==> src/rtl/seqsel_mdu_pkg.sv <==
package seqsel_mdu_pkg;
  typedef enum logic [1:0] {OP_DIV32, OP_DIV16, OP_MUL, OP_SHIFT} mdu_op_e;

  localparam int ADDR_W    = 3;
  localparam int NUM_OPB   = 6;
  localparam int CTRL_ADDR = 6;
  localparam int LAT_DIV32 = 17;
  localparam int LAT_DIV16 = 9;
  localparam int LAT_MUL   = 11;
  localparam int LAT_SHIFT = 3;
  localparam int LAT_NORM  = 4;
  localparam int LAT_W     = 5;
endpackage

==> src/rtl/seqsel_mdu_decoder.sv <==
module seqsel_mdu_decoder
  import seqsel_mdu_pkg::*;
(
  input  logic              clk,
  input  logic              rst,
  input  logic              wr_ok,
  input  logic [ADDR_W-1:0] wr_addr,
  output logic              start,
  output mdu_op_e           op
);
  typedef enum logic [3:0] {
    D_IDLE, D_B0, D_B01, D_B012, D_B0123, D_B01234, D_B014, D_B04, D_B041
  } dec_state_e;

  dec_state_e state_q, state_nx;

  always_comb begin
    state_nx = state_q;
    start    = 1'b0;
    op       = OP_DIV32;
    if (wr_ok) begin
      if (wr_addr == ADDR_W'(0)) begin
        state_nx = D_B0;
      end else begin
        state_nx = D_IDLE;
        case (state_q)
          D_B0:     if (wr_addr == ADDR_W'(1)) state_nx = D_B01;
                    else if (wr_addr == ADDR_W'(4)) state_nx = D_B04;
          D_B01:    if (wr_addr == ADDR_W'(2)) state_nx = D_B012;
                    else if (wr_addr == ADDR_W'(4)) state_nx = D_B014;
          D_B012:   if (wr_addr == ADDR_W'(3)) state_nx = D_B0123;
          D_B0123:  if (wr_addr == ADDR_W'(4)) state_nx = D_B01234;
                    else if (wr_addr == ADDR_W'(CTRL_ADDR)) begin
                      start = 1'b1;
                      op    = OP_SHIFT;
                    end
          D_B01234: if (wr_addr == ADDR_W'(5)) begin
                      start = 1'b1;
                      op    = OP_DIV32;
                    end
          D_B014:   if (wr_addr == ADDR_W'(5)) begin
                      start = 1'b1;
                      op    = OP_DIV16;
                    end
          D_B04:    if (wr_addr == ADDR_W'(1)) state_nx = D_B041;
          D_B041:   if (wr_addr == ADDR_W'(5)) begin
                      start = 1'b1;
                      op    = OP_MUL;
                    end
          default:  state_nx = D_IDLE;
        endcase
      end
    end
  end

  always_ff @(posedge clk) begin
    if (rst) state_q <= D_IDLE;
    else     state_q <= state_nx;
  end
endmodule

==> src/rtl/seqsel_mdu_engine.sv <==
module seqsel_mdu_engine
  import seqsel_mdu_pkg::*;
#(
  parameter int STEPS = 2
) (
  input  logic        clk,
  input  logic        rst,
  input  logic        load,
  input  mdu_op_e     op,
  input  logic [31:0] opa,
  input  logic [15:0] opb,
  output logic [31:0] res_lo,
  output logic [15:0] res_hi
);
  localparam int IT_W     = 6;
  localparam int IT_DIV32 = 32 / STEPS;
  localparam int IT_HALF  = 16 / STEPS;

  logic [31:0]   acc_q;
  logic [15:0]   rem_q, den_q;
  logic [IT_W-1:0] iters_q;
  logic          mul_q, half_q;
  logic [31:0]   acc_n;
  logic [15:0]   rem_n;

  always_comb begin
    logic [16:0] trial, msum;
    acc_n = acc_q;
    rem_n = rem_q;
    for (int k = 0; k < STEPS; k++) begin
      trial = {rem_n, acc_n[31]};
      msum  = {1'b0, acc_n[31:16]} + (acc_n[0] ? {1'b0, den_q} : 17'd0);
      if (mul_q) begin
        acc_n = {msum, acc_n[15:1]};
      end else if (trial >= {1'b0, den_q}) begin
        rem_n = 16'(trial - {1'b0, den_q});
        acc_n = {acc_n[30:0], 1'b1};
      end else begin
        rem_n = trial[15:0];
        acc_n = {acc_n[30:0], 1'b0};
      end
    end
  end

  always_ff @(posedge clk) begin
    if (rst) begin
      acc_q   <= '0;
      rem_q   <= '0;
      den_q   <= '0;
      iters_q <= '0;
      mul_q   <= 1'b0;
      half_q  <= 1'b0;
    end else if (load) begin
      rem_q  <= '0;
      mul_q  <= (op == OP_MUL);
      half_q <= (op == OP_DIV16);
      case (op)
        OP_DIV16: begin
          acc_q   <= {opa[15:0], 16'h0000};
          den_q   <= opb;
          iters_q <= IT_W'(IT_HALF);
        end
        OP_MUL: begin
          acc_q   <= {16'h0000, opb};
          den_q   <= opa[15:0];
          iters_q <= IT_W'(IT_HALF);
        end
        default: begin
          acc_q   <= opa;
          den_q   <= opb;
          iters_q <= IT_W'(IT_DIV32);
        end
      endcase
    end else if (iters_q != '0) begin
      acc_q   <= acc_n;
      rem_q   <= rem_n;
      iters_q <= iters_q - 1'b1;
    end
  end

  assign res_lo = half_q ? {16'h0000, acc_q[15:0]} : acc_q;
  assign res_hi = rem_q;
endmodule

==> src/rtl/seqsel_mdu_shifter.sv <==
module seqsel_mdu_shifter (
  input  logic [31:0] value,
  input  logic        dir_right,
  input  logic [4:0]  count,
  output logic [31:0] result,
  output logic [4:0]  norm_cnt
);
  logic [5:0] lz;
  logic       hit;

  always_comb begin
    lz  = '0;
    hit = 1'b0;
    for (int i = 31; i >= 0; i--) begin
      if (!hit) begin
        if (value[i]) hit = 1'b1;
        else          lz  = lz + 1'b1;
      end
    end
    if (!hit) lz = '0;
  end

  assign norm_cnt = lz[4:0];
  assign result   = (count == 5'd0) ? (value << lz[4:0])
                  : dir_right       ? (value >> count)
                  :                   (value << count);
endmodule

==> src/rtl/seqsel_mdu.sv <==
module seqsel_mdu
  import seqsel_mdu_pkg::*;
(
  input  logic              clk,
  input  logic              rst,
  input  logic              wr_en,
  input  logic [ADDR_W-1:0] wr_addr,
  input  logic [7:0]        wr_data,
  input  logic [ADDR_W-1:0] rd_addr,
  output logic [7:0]        rd_data,
  output logic              busy,
  output logic              done
);
  logic [NUM_OPB-1:0][7:0] md_q, md_nx;
  logic                    dir_q;
  logic [4:0]              sc_q;
  logic                    wr_ok, ctrl_wr, start;
  mdu_op_e                 op, op_q;
  logic [LAT_W-1:0]        lat_q;
  logic [31:0]             operand, eng_lo, sh_res, sh_res_q;
  logic [15:0]             eng_hi;
  logic [4:0]              sh_n, sh_n_q;
  logic                    norm_q;
  int                      lat_sel;

  assign wr_ok   = wr_en && !busy;
  assign ctrl_wr = wr_ok && (wr_addr == ADDR_W'(CTRL_ADDR));

  always_comb begin
    md_nx = md_q;
    if (wr_ok && (wr_addr < ADDR_W'(NUM_OPB))) md_nx[wr_addr] = wr_data;
  end

  assign operand = {md_nx[3], md_nx[2], md_nx[1], md_nx[0]};

  seqsel_mdu_decoder u_dec (
    .clk(clk), .rst(rst), .wr_ok(wr_ok), .wr_addr(wr_addr),
    .start(start), .op(op)
  );

  seqsel_mdu_engine #(.STEPS(2)) u_eng (
    .clk(clk), .rst(rst), .load(start && (op != OP_SHIFT)), .op(op),
    .opa(operand), .opb({md_nx[5], md_nx[4]}),
    .res_lo(eng_lo), .res_hi(eng_hi)
  );

  seqsel_mdu_shifter u_shf (
    .value(operand), .dir_right(wr_data[5]), .count(wr_data[4:0]),
    .result(sh_res), .norm_cnt(sh_n)
  );

  always_comb begin
    case (op)
      OP_DIV32: lat_sel = LAT_DIV32;
      OP_DIV16: lat_sel = LAT_DIV16;
      OP_MUL:   lat_sel = LAT_MUL;
      default:  lat_sel = (wr_data[4:0] == 5'd0)
                          ? LAT_NORM + int'(sh_n >> 1)
                          : LAT_SHIFT + int'((wr_data[4:0] - 5'd1) >> 1);
    endcase
  end

  always_ff @(posedge clk) begin
    if (rst) begin
      md_q     <= '0;
      dir_q    <= 1'b0;
      sc_q     <= '0;
      busy     <= 1'b0;
      done     <= 1'b0;
      lat_q    <= '0;
      op_q     <= OP_DIV32;
      sh_res_q <= '0;
      sh_n_q   <= '0;
      norm_q   <= 1'b0;
    end else begin
      md_q <= md_nx;
      if (ctrl_wr) begin
        dir_q <= wr_data[5];
        sc_q  <= wr_data[4:0];
      end
      if (start) begin
        busy     <= 1'b1;
        done     <= 1'b0;
        lat_q    <= LAT_W'(lat_sel - 1);
        op_q     <= op;
        sh_res_q <= sh_res;
        sh_n_q   <= sh_n;
        norm_q   <= (wr_data[4:0] == 5'd0);
      end else if (busy) begin
        if (lat_q == '0) begin
          busy <= 1'b0;
          done <= 1'b1;
          case (op_q)
            OP_SHIFT: begin
              {md_q[3], md_q[2], md_q[1], md_q[0]} <= sh_res_q;
              if (norm_q) sc_q <= sh_n_q;
            end
            OP_MUL: {md_q[3], md_q[2], md_q[1], md_q[0]} <= eng_lo;
            default: begin
              {md_q[3], md_q[2], md_q[1], md_q[0]} <= eng_lo;
              {md_q[5], md_q[4]} <= eng_hi;
            end
          endcase
        end else begin
          lat_q <= lat_q - 1'b1;
        end
      end
    end
  end

  always_ff @(posedge clk) begin
    if (rst)                                rd_data <= '0;
    else if (rd_addr < ADDR_W'(NUM_OPB))    rd_data <= md_q[rd_addr];
    else if (rd_addr == ADDR_W'(CTRL_ADDR)) rd_data <= {2'b00, dir_q, sc_q};
    else                                    rd_data <= '0;
  end
endmodule

==> config.mk <==
export PLATFORM = sky130hd
export DESIGN_NAME = seqsel_mdu
export DESIGN_NICKNAME = d
export VERILOG_FILES = /design/src/rtl/seqsel_mdu_pkg.sv /design/src/rtl/seqsel_mdu_decoder.sv /design/src/rtl/seqsel_mdu_engine.sv /design/src/rtl/seqsel_mdu_shifter.sv /design/src/rtl/seqsel_mdu.sv
export SDC_FILE = /design/constraint.sdc
export NUM_CORES = 1
export LEC_CHECK = 0
export BUFFER_PORTS_ARGS = -buffer_cell sky130_fd_sc_hd__buf_2
export CAP_MARGIN = 20
export CORE_MARGIN = 10
export CORE_UTILIZATION = 25
export CTS_CLUSTER_SIZE = 14
export DETAILED_ROUTE_END_ITERATION = 10
export PLACE_DENSITY = 0.36
export SLEW_MARGIN = 30
export SYNTH_ARGS = -nofsm -noshare
export SYNTH_HDL_FRONTEND = slang
export SYNTH_SLANG_ARGS = --single-unit
==> constraint.sdc <==
create_clock -name clk -period 37.3 [get_ports clk]
set_clock_uncertainty 0.15 [all_clocks]
set_input_delay 3.73 -clock clk [delete_from_list [all_inputs] [get_ports clk]]
set_output_delay 3.73 -clock clk [all_outputs]
set_load 0.02 [all_outputs]
# [Word level (Yosys, flattened, before mapping)]
# Cells that the tools add are included.
[totals] ram_bits=0 latch_bits=0 reg_bits=185 input_bits=17 mem_bits_ro=0 memories=0 word_cells=311
[classes] n_mul=0 n_reduce_logical=20 n_shift=3 n_lt_le_gt_ge=7 addsub=41 bitwise=0 div=0 n_mux=196 n_eq_ne=21
[op_table] cell="5-bit two-way mux" n=73
[op_table] cell="32-bit two-way mux" n=8
[op_table] cell="48-bit two-way mux" n=4
[op_table] cell="5-bit by 1-bit adder with 5-bit output, second input constant" n=30
[op_table] cell="16-bit two-way mux" n=8
[op_table] cell="1-bit two-way mux" n=75
[op_table] cell="32-bit case mux with 2 select lines" n=1
[op_table] cell="32-bit by 5-bit left shift with 32-bit output" n=2
[op_table] cell="48-bit bitwise mux" n=1
[op_table] cell="16-bit by 16-bit adder with 17-bit output" n=2
[op_table] cell="17-bit by 16-bit >= comparator with 1-bit output" n=2
[op_table] cell="32-bit by 5-bit >> shifter with 32-bit output" n=1
[op_table] cell="16-bit subtractor" n=2
[op_table] cell="8-bit binary-select mux with 3-bit select" n=1
[op_table] cell="8-bit demux with 3-bit select" n=1
[op_table] cell="8-bit two-way mux" n=3
[op_table] cell="4-bit case mux with 5 select lines" n=1
[op_table] cell="6-bit two-way mux" n=3
[op_table] cell="4-bit by 3-bit equality test with 1-bit output, second input constant" n=4
[op_table] cell="4-bit two-way mux" n=4
[op_table] cell="5-bit case mux with 3 select lines" n=1
[op_table] cell="3-bit equality test, second input constant" n=4
[op_table] cell="2-bit two-way mux" n=6
[op_table] cell="3-bit two-way mux" n=4
[op_table] cell="other kinds (30)" n=47

# [Longest topological paths before layout]
[logic_depth] word_depth=106 mapped_depth=90 mapped_depth_nobuf=86

# [Hierarchy]
# Synthesis repeated with hierarchy kept, for this count alone.
[unflattened] cells_unflattened=3110 hier_area_um2=22361.4
[modules_own_cells] mod="seqsel_mdu_shifter" instances=1 cells_each=1366 seq_area_each_um2=0.0 area_each_um2=8627.0
[modules_own_cells] mod="seqsel_mdu_engine" instances=1 cells_each=1045 seq_area_each_um2=1441.4 area_each_um2=7588.5
[modules_own_cells] mod="seqsel_mdu" instances=1 cells_each=642 seq_area_each_um2=2182.1 area_each_um2=5710.5
[modules_own_cells] mod="seqsel_mdu_decoder" instances=1 cells_each=57 seq_area_each_um2=80.1 area_each_um2=435.4

# [Least setup slack after synthesis]
# Ideal clock, no wire load.
[synth_path] path_type="input to register" startpoint="input port wr_addr[2]" endpoint="register sh_res_q[30]" setup_slack_ns=17.219 setup_ns=0.112 stages=84 arrival_time_ns=19.818 path_buffers=3 path_cell_list="clkbuf_1 nand4bb_1 nor2_1 clkbuf_1 buf_1 nor2_1 a21oi_1 a21oi_1 ha_1 o21ai_0 inv_1 ha_1 nor3b_1 or3_1 mux2i_1 ha_1 inv_1 a2111oi_0 (+48 left out) o21ai_0 ha_1 inv_1 a21oi_1 ha_1 a21oi_1 nor2_1 ha_1 nand3_1 a21oi_1 nor2_1 nor2_1 inv_2 mux2i_1 mux2_2 mux4_2 o21a_1 a2111oi_1"
[synth_via] elab_chain_len=103 word_cells_on_any_way=182 classes_between="add/sub: 31; order compare: 3; eq/ne: 3; shift: 3; mux: 139; reduce/logical: 3"
[synth_lines] element="from (decl)" line_no="seqsel_mdu.sv:7" text="input logic [ADDR_W-1:0] wr_addr,"
[synth_lines] element="3-bit by 4-bit less-than comparator with 1-bit output (not written as such) / 3-bit by 1-bit >= comparator with 1-bit output (equally long branches)" line_no="seqsel_mdu.sv:31" text="if (wr_ok && (wr_addr < ADDR_W'(NUM_OPB))) md_nx[wr_addr] = wr_data;"
[synth_lines] element="1-bit logical AND (not written as such)" line_no="seqsel_mdu.sv:31"
[synth_lines] element="8-bit two-way mux (not written as such)" line_no="seqsel_mdu.sv:31"
[synth_lines] element="8-bit demux with 3-bit select" line_no="seqsel_mdu.sv:31"
[synth_lines] element="48-bit bitwise mux" line_no="seqsel_mdu.sv:31"
[synth_lines] element="48-bit two-way mux" line_no="seqsel_mdu.sv:31"
[synth_lines] element="1-bit two-way mux" line_no="seqsel_mdu_shifter.sv:16" text="if (value[i]) hit = 1'b1;"
[synth_lines] element="1-bit by 1-bit adder with 2-bit output" line_no="seqsel_mdu_shifter.sv:17" text="else lz = lz + 1'b1;"
[synth_lines] element="(+87 left out)"
[synth_lines] element="5-bit two-way mux" line_no="seqsel_mdu_shifter.sv:16"
[synth_lines] element="5-bit two-way mux" line_no="seqsel_mdu_shifter.sv:15" text="if (!hit) begin"
[synth_lines] element="5-bit by 1-bit adder with 5-bit output" line_no="seqsel_mdu_shifter.sv:17"
[synth_lines] element="5-bit two-way mux" line_no="seqsel_mdu_shifter.sv:16"
[synth_lines] element="5-bit two-way mux" line_no="seqsel_mdu_shifter.sv:15"
[synth_lines] element="5-bit two-way mux" line_no="seqsel_mdu_shifter.sv:20" text="if (!hit) lz = '0;"
[synth_lines] element="32-bit by 5-bit left shift with 32-bit output" line_no="seqsel_mdu_shifter.sv:24" text="assign result = (count == 5'd0) ? (value << lz[4:0])"
[synth_lines] element="32-bit two-way mux" line_no="seqsel_mdu_shifter.sv:24"
[synth_lines] element="to (signal assigned)" line_no="seqsel_mdu.sv:86" text="sh_res_q <= sh_res;"
[synth_lines] element="to (decl)" line_no="seqsel_mdu.sv:20" text="logic [31:0] operand, eng_lo, sh_res, sh_res_q;"
# Parallel ways exist; a longest one is shown, timed or not.
# A chain may end at the register's enable or synchronous reset.

# [Worst setup path in the final report]
[layout_path] startpoint="input port wr_addr[1]" endpoint="register sh_res_q[30]"
# Same word-level chain as after synthesis.

==> run summary <==
Among cell families on the critical path, the largest total delay comes from compound AO/OA/AOI/OAI gates. The cell sitting at the root of the clock tree is a clkbuf_16. The number of antenna violations at the first check in global routing is 2. Along the worst path, the maximum fanout reaches 42. The routed metal-1 wire length came out at 51,690 um. The final-report max-slew violation count is 0. The detailed-route wire length is 115,300 um.

The number of instances in the synthesized netlist came out at 3,011. The sum of buffers and inverters on the critical path is 9. The number of standard cells in the layout, taps in and fillers out came out at 4,050.

The setup TNS is 0 ns. The worst hold path terminates at sh_n_q[4]. For this run, design rule violations remaining after detail routing come to 0. The number of vias per cell came out at 5.730. In this run the critical register-to-register path is launched from busy.

The die outline height came out at 313.9 um. The dominant register cell in the synthesized netlist is dfxtp_1. The minimum setup slack after placement is 14.48 ns. With fillers left out, the area of the finished cells amounts to 0.02349 mm2. The area of placed instances is approximately 0.023 mm2. The average instance area after synthesis came out at 7.174 um2. The met2 wire length came out at 52,600 um. In this run, CTS created clock tree buffers numbering 17. The maximum VDD drop is about 170 uV. The aggregate global-route resource usage is 22.60%. The count of hold buffers inserted by post-cts repair is 0. The number of distinct standard cells referenced by the synthesized netlist is 101.

The floorplan step defined a core boundary enclosing about 0.085 mm2. The number of global-route vias before repair is 22,340. The analysis attributes to cell leakage a power of just under 9 nW.

The total of endpoints with negative setup slack in the final report is 0. The total via count in the routed design is 23,210. The run finished with clean final reports.

The synthesized net count came out at 3,134. The fmax is roughly 44 MHz. The clock insertion delay at the later pin of the skew report is 0.51 ns.

The worst hold path begins at sh_n_q[4]. The pin count of the biggest net entering global routing is 94. The area added between synthesis and finish is 8.759%.

The layout has 9,562 filler cells. The worst hold-check path type is reg2reg. The detailed-router iteration count before antenna repair is 6. Leaving out fill and tap cells, the most frequent cell in the layout is nor2_1.

The count of cells along the worst hold path came out at 2. The longest clock path from root to sink contains 2 buffers. The share of the cycle needed by the critical path after routing came out at 60.79%. The clock tree synthesis step divided the H-tree into 4 levels. The hold violation count in the final report came out at 0.

The overall die width is 313.9 um. The initialized floorplan defines around 110 standard-cell rows. Once placement completed, the tool counted placed cells totaling 4,016.

The worst relative slew slack is roughly a third. The warning count from the yosys run is 0. In this run, synthesis inferred 0 flip-flops with an integrated enable.

The total overflow left after global routing is 0. The sum of internal, switching and leakage power is approximately 2.3 mW. Buffers placed on the I/O ports in this run total 26. Pin placement for this block handled 27 I/O pins. By startpoint and endpoint, the worst setup path is classified as in2reg. After layout, the worst setup slack is 14.62 ns. Setup repair after global routing left no endpoint under its margin.

The flip-flop and latch count after synthesis came out at 185. For this run, the post-layout net count is 3,014. The share of flip-flops with an asynchronous set or reset came out at 0%. Clock-pin slew was measured on the worst setup and hold paths at about 0.090 ns. The detailed router finished its first iteration with between 2,000 and 3,000 violations. The post-CTS repair timing setup buffer count came out at 0. The total of max-cap violations came out at 0.

The highest cell delay on the worst timing path is ~0.76 ns. TritonCTS built the clock tree. In this run the top signal layer used is met5.

The power density of the placed cells came out at 96.36 mW/mm2. The worst register-to-register path ends at sh_res_q[30]. The share of final-layout standard cells stronger than drive strength 1 came out at under 10%. The multi-input combinational cells in the finished layout cover a total of 0.01662 mm2. The half-perimeter wire length of the detailed placement result came out at between 80,000 and 90,000 um.

The worst slack on hold paths is 0.3104 ns. After layout, the minimum clock period comes to about 23 ns. The average detailed-routed wire length per instance is 28.48 um. The critical path data arrival time came out at 22.91 ns. The met3 routed wirelength came out at 6714 um. The initial core utilization is 25.29%.

In the layout the commonest cells are nor2_1 (419), a21oi_1 (304), nand2_1 (286). The depth of the most critical reg-to-reg path came out at 84. The most critical setup path has its startpoint at wr_addr[1]. The count of nets left with antenna violations once routing finished came out at 0. On the critical path, the stage with the largest delay is an instance of a2111oi_0. The register-to-register setup slack came out at 17.60 ns. The worst setup path is launched from an input port. The number of clock sinks came out at between 150 and 200.

Measured on the finished design, the core utilization comes to 27.50%. The full die area came out at 0.09856 mm2. At the worst endpoint, the required time is 37.53 ns. The kind of capture point of the worst setup path is a flop. The cell area that synthesis handed to floorplanning was ~0.022 mm2.

The cell repeated most along the worst path is ha_1. The total of cells resized after clock tree synthesis is 0. The global-route wire length before repair is around 170,000 um.

The transition at the pin with the smallest max-transition slack came out at 1.012 ns. The part of the Yosys area used for sequential elements is 17.15%. The final RePlAce weighted congestion came out at 0.9450.

Across the whole layout, storage elements account for 0.003705 mm2.
==> logic make-up (layout without fill, tap and decap cells) <==
group	after synthesis	in the layout	share of synthesized area [%]
buf+inv	351	244	6.279
simple gates	1033	1033	21.62
other cells	0	2	0
flops	185	185	17.15
fa+ha+maj	108	108	6.378
xor+xnor	98	98	4.843
mux	301	301	16.08
compound gates	935	935	27.65
==> per-layer routing <==
layer,vias to the layer above,global-route usage (%)
met1,11410,30.02
li1,10730,-
met2,896,36.54
met3,176,3.209
met5,-,0
met4,2,8.780
==> final cells by class <==
cell class | instances | area share [%]
antenna | 2 | 0.02130
sequential | 185 | 15.77
multi-input combinational | 2475 | 70.74
tap | 1144 | 6.093
clock buffer | 18 | 1.870
timing repair buffer | 99 | 2.999
inverter | 113 | 1.806
clock inverter | 14 | 0.7031
==> synthesized netlist by cell type, types with 8 or more instances <==
| cell type | number | area [um2] |
|---|---|---|
| xnor3_1 | 8 | 180.2 |
| o21a_1 | 10 | 75.07 |
| a21o_1 | 20 | 150.1 |
| nor3b_1 | 24 | 180.2 |
| buf_1 | 23 | 86.33 |
| ha_1 | 102 | 1276 |
| o211ai_1 | 15 | 112.6 |
| a22oi_1 | 17 | 127.6 |
| inv_1 | 108 | 405.4 |
| a221oi_1 | 13 | 113.9 |
| xor2_1 | 20 | 175.2 |
| mux2i_1 | 212 | 2122 |
| a21oi_1 | 306 | 1531 |
| a311oi_1 | 18 | 157.7 |
| or3_1 | 12 | 75.07 |
| nand2b_1 | 17 | 106.4 |
| o22ai_1 | 59 | 369.1 |
| clkbuf_1 | 203 | 762.0 |
| nor2_1 | 425 | 1595 |
| nor4_1 | 15 | 93.84 |
| and3_1 | 9 | 56.30 |
| and2_1 | 56 | 350.3 |
| o31ai_1 | 19 | 142.6 |
| nand4_1 | 21 | 131.4 |
| a21boi_0 | 21 | 157.7 |
| mux4_2 | 31 | 698.2 |
| xnor2_1 | 63 | 551.8 |
| dfxtp_1 | 185 | 3704 |
| a211oi_1 | 131 | 983.4 |
| mux2_2 | 58 | 653.1 |
| nand2_1 | 287 | 1077 |
| nor3_1 | 52 | 260.3 |
| a31oi_1 | 16 | 100.1 |
| nor2b_1 | 23 | 143.9 |
| a32oi_1 | 9 | 78.83 |
| nand3_1 | 54 | 270.3 |
| o21bai_1 | 25 | 187.7 |
| or2_2 | 9 | 56.30 |
| o221ai_1 | 16 | 140.1 |
| o21ai_0 | 164 | 820.8 |
==> worst max-delay path by stage <==
| stage | to | slack (ns) | cells after the start |
|---|---|---|---|
| after global placement | sh_res_q[30] | 15.11 | 84 |
| after detailed placement | sh_res_q[30] | 14.48 | 85 |
| final | sh_res_q[30] | 14.62 | 85 |
| after floorplan | sh_res_q[30] | 17.22 | 84 |
| after global routing | sh_res_q[30] | 13.05 | 85 |
| after CTS | sh_res_q[30] | 14.97 | 84 |
==> report_power, final <==
part	total (mW)	switching [mW]	internal, mW
clock network	0.204	0.111	0.0927
registers	0.239	0.0268	0.212
logic	1.82	1.12	0.705
total	2.26	1.25	1.01
==> state kept, by name, indices dropped and copies added (netlist names), 2 cells and up <==
signal / cells
lat_q: 5
md_q: 48
op_q: 2
rd_data: 8
sc_q: 5
sh_n_q: 5
sh_res_q: 32
u_dec.state_q: 4
u_eng.acc_q: 32
u_eng.den_q: 16
u_eng.iters_q: 6
u_eng.res_hi: 16
==> worst register-to-register path: cells and delay by family, from the launching register on <==
kind / cells / cell delay [ns]
flip-flops: 1 / 0.56
multiplexers: 12 / 2.84
AO/OA/AOI/OAI: 31 / 7.27
adder cells (fa/ha/maj): 14 / 4.08
AND/OR/NAND/NOR: 19 / 3.20
buffers and inverters: 7 / 1.30
XOR/XNOR: 1 / 0.17
Power figures use the tool's default switching activity.
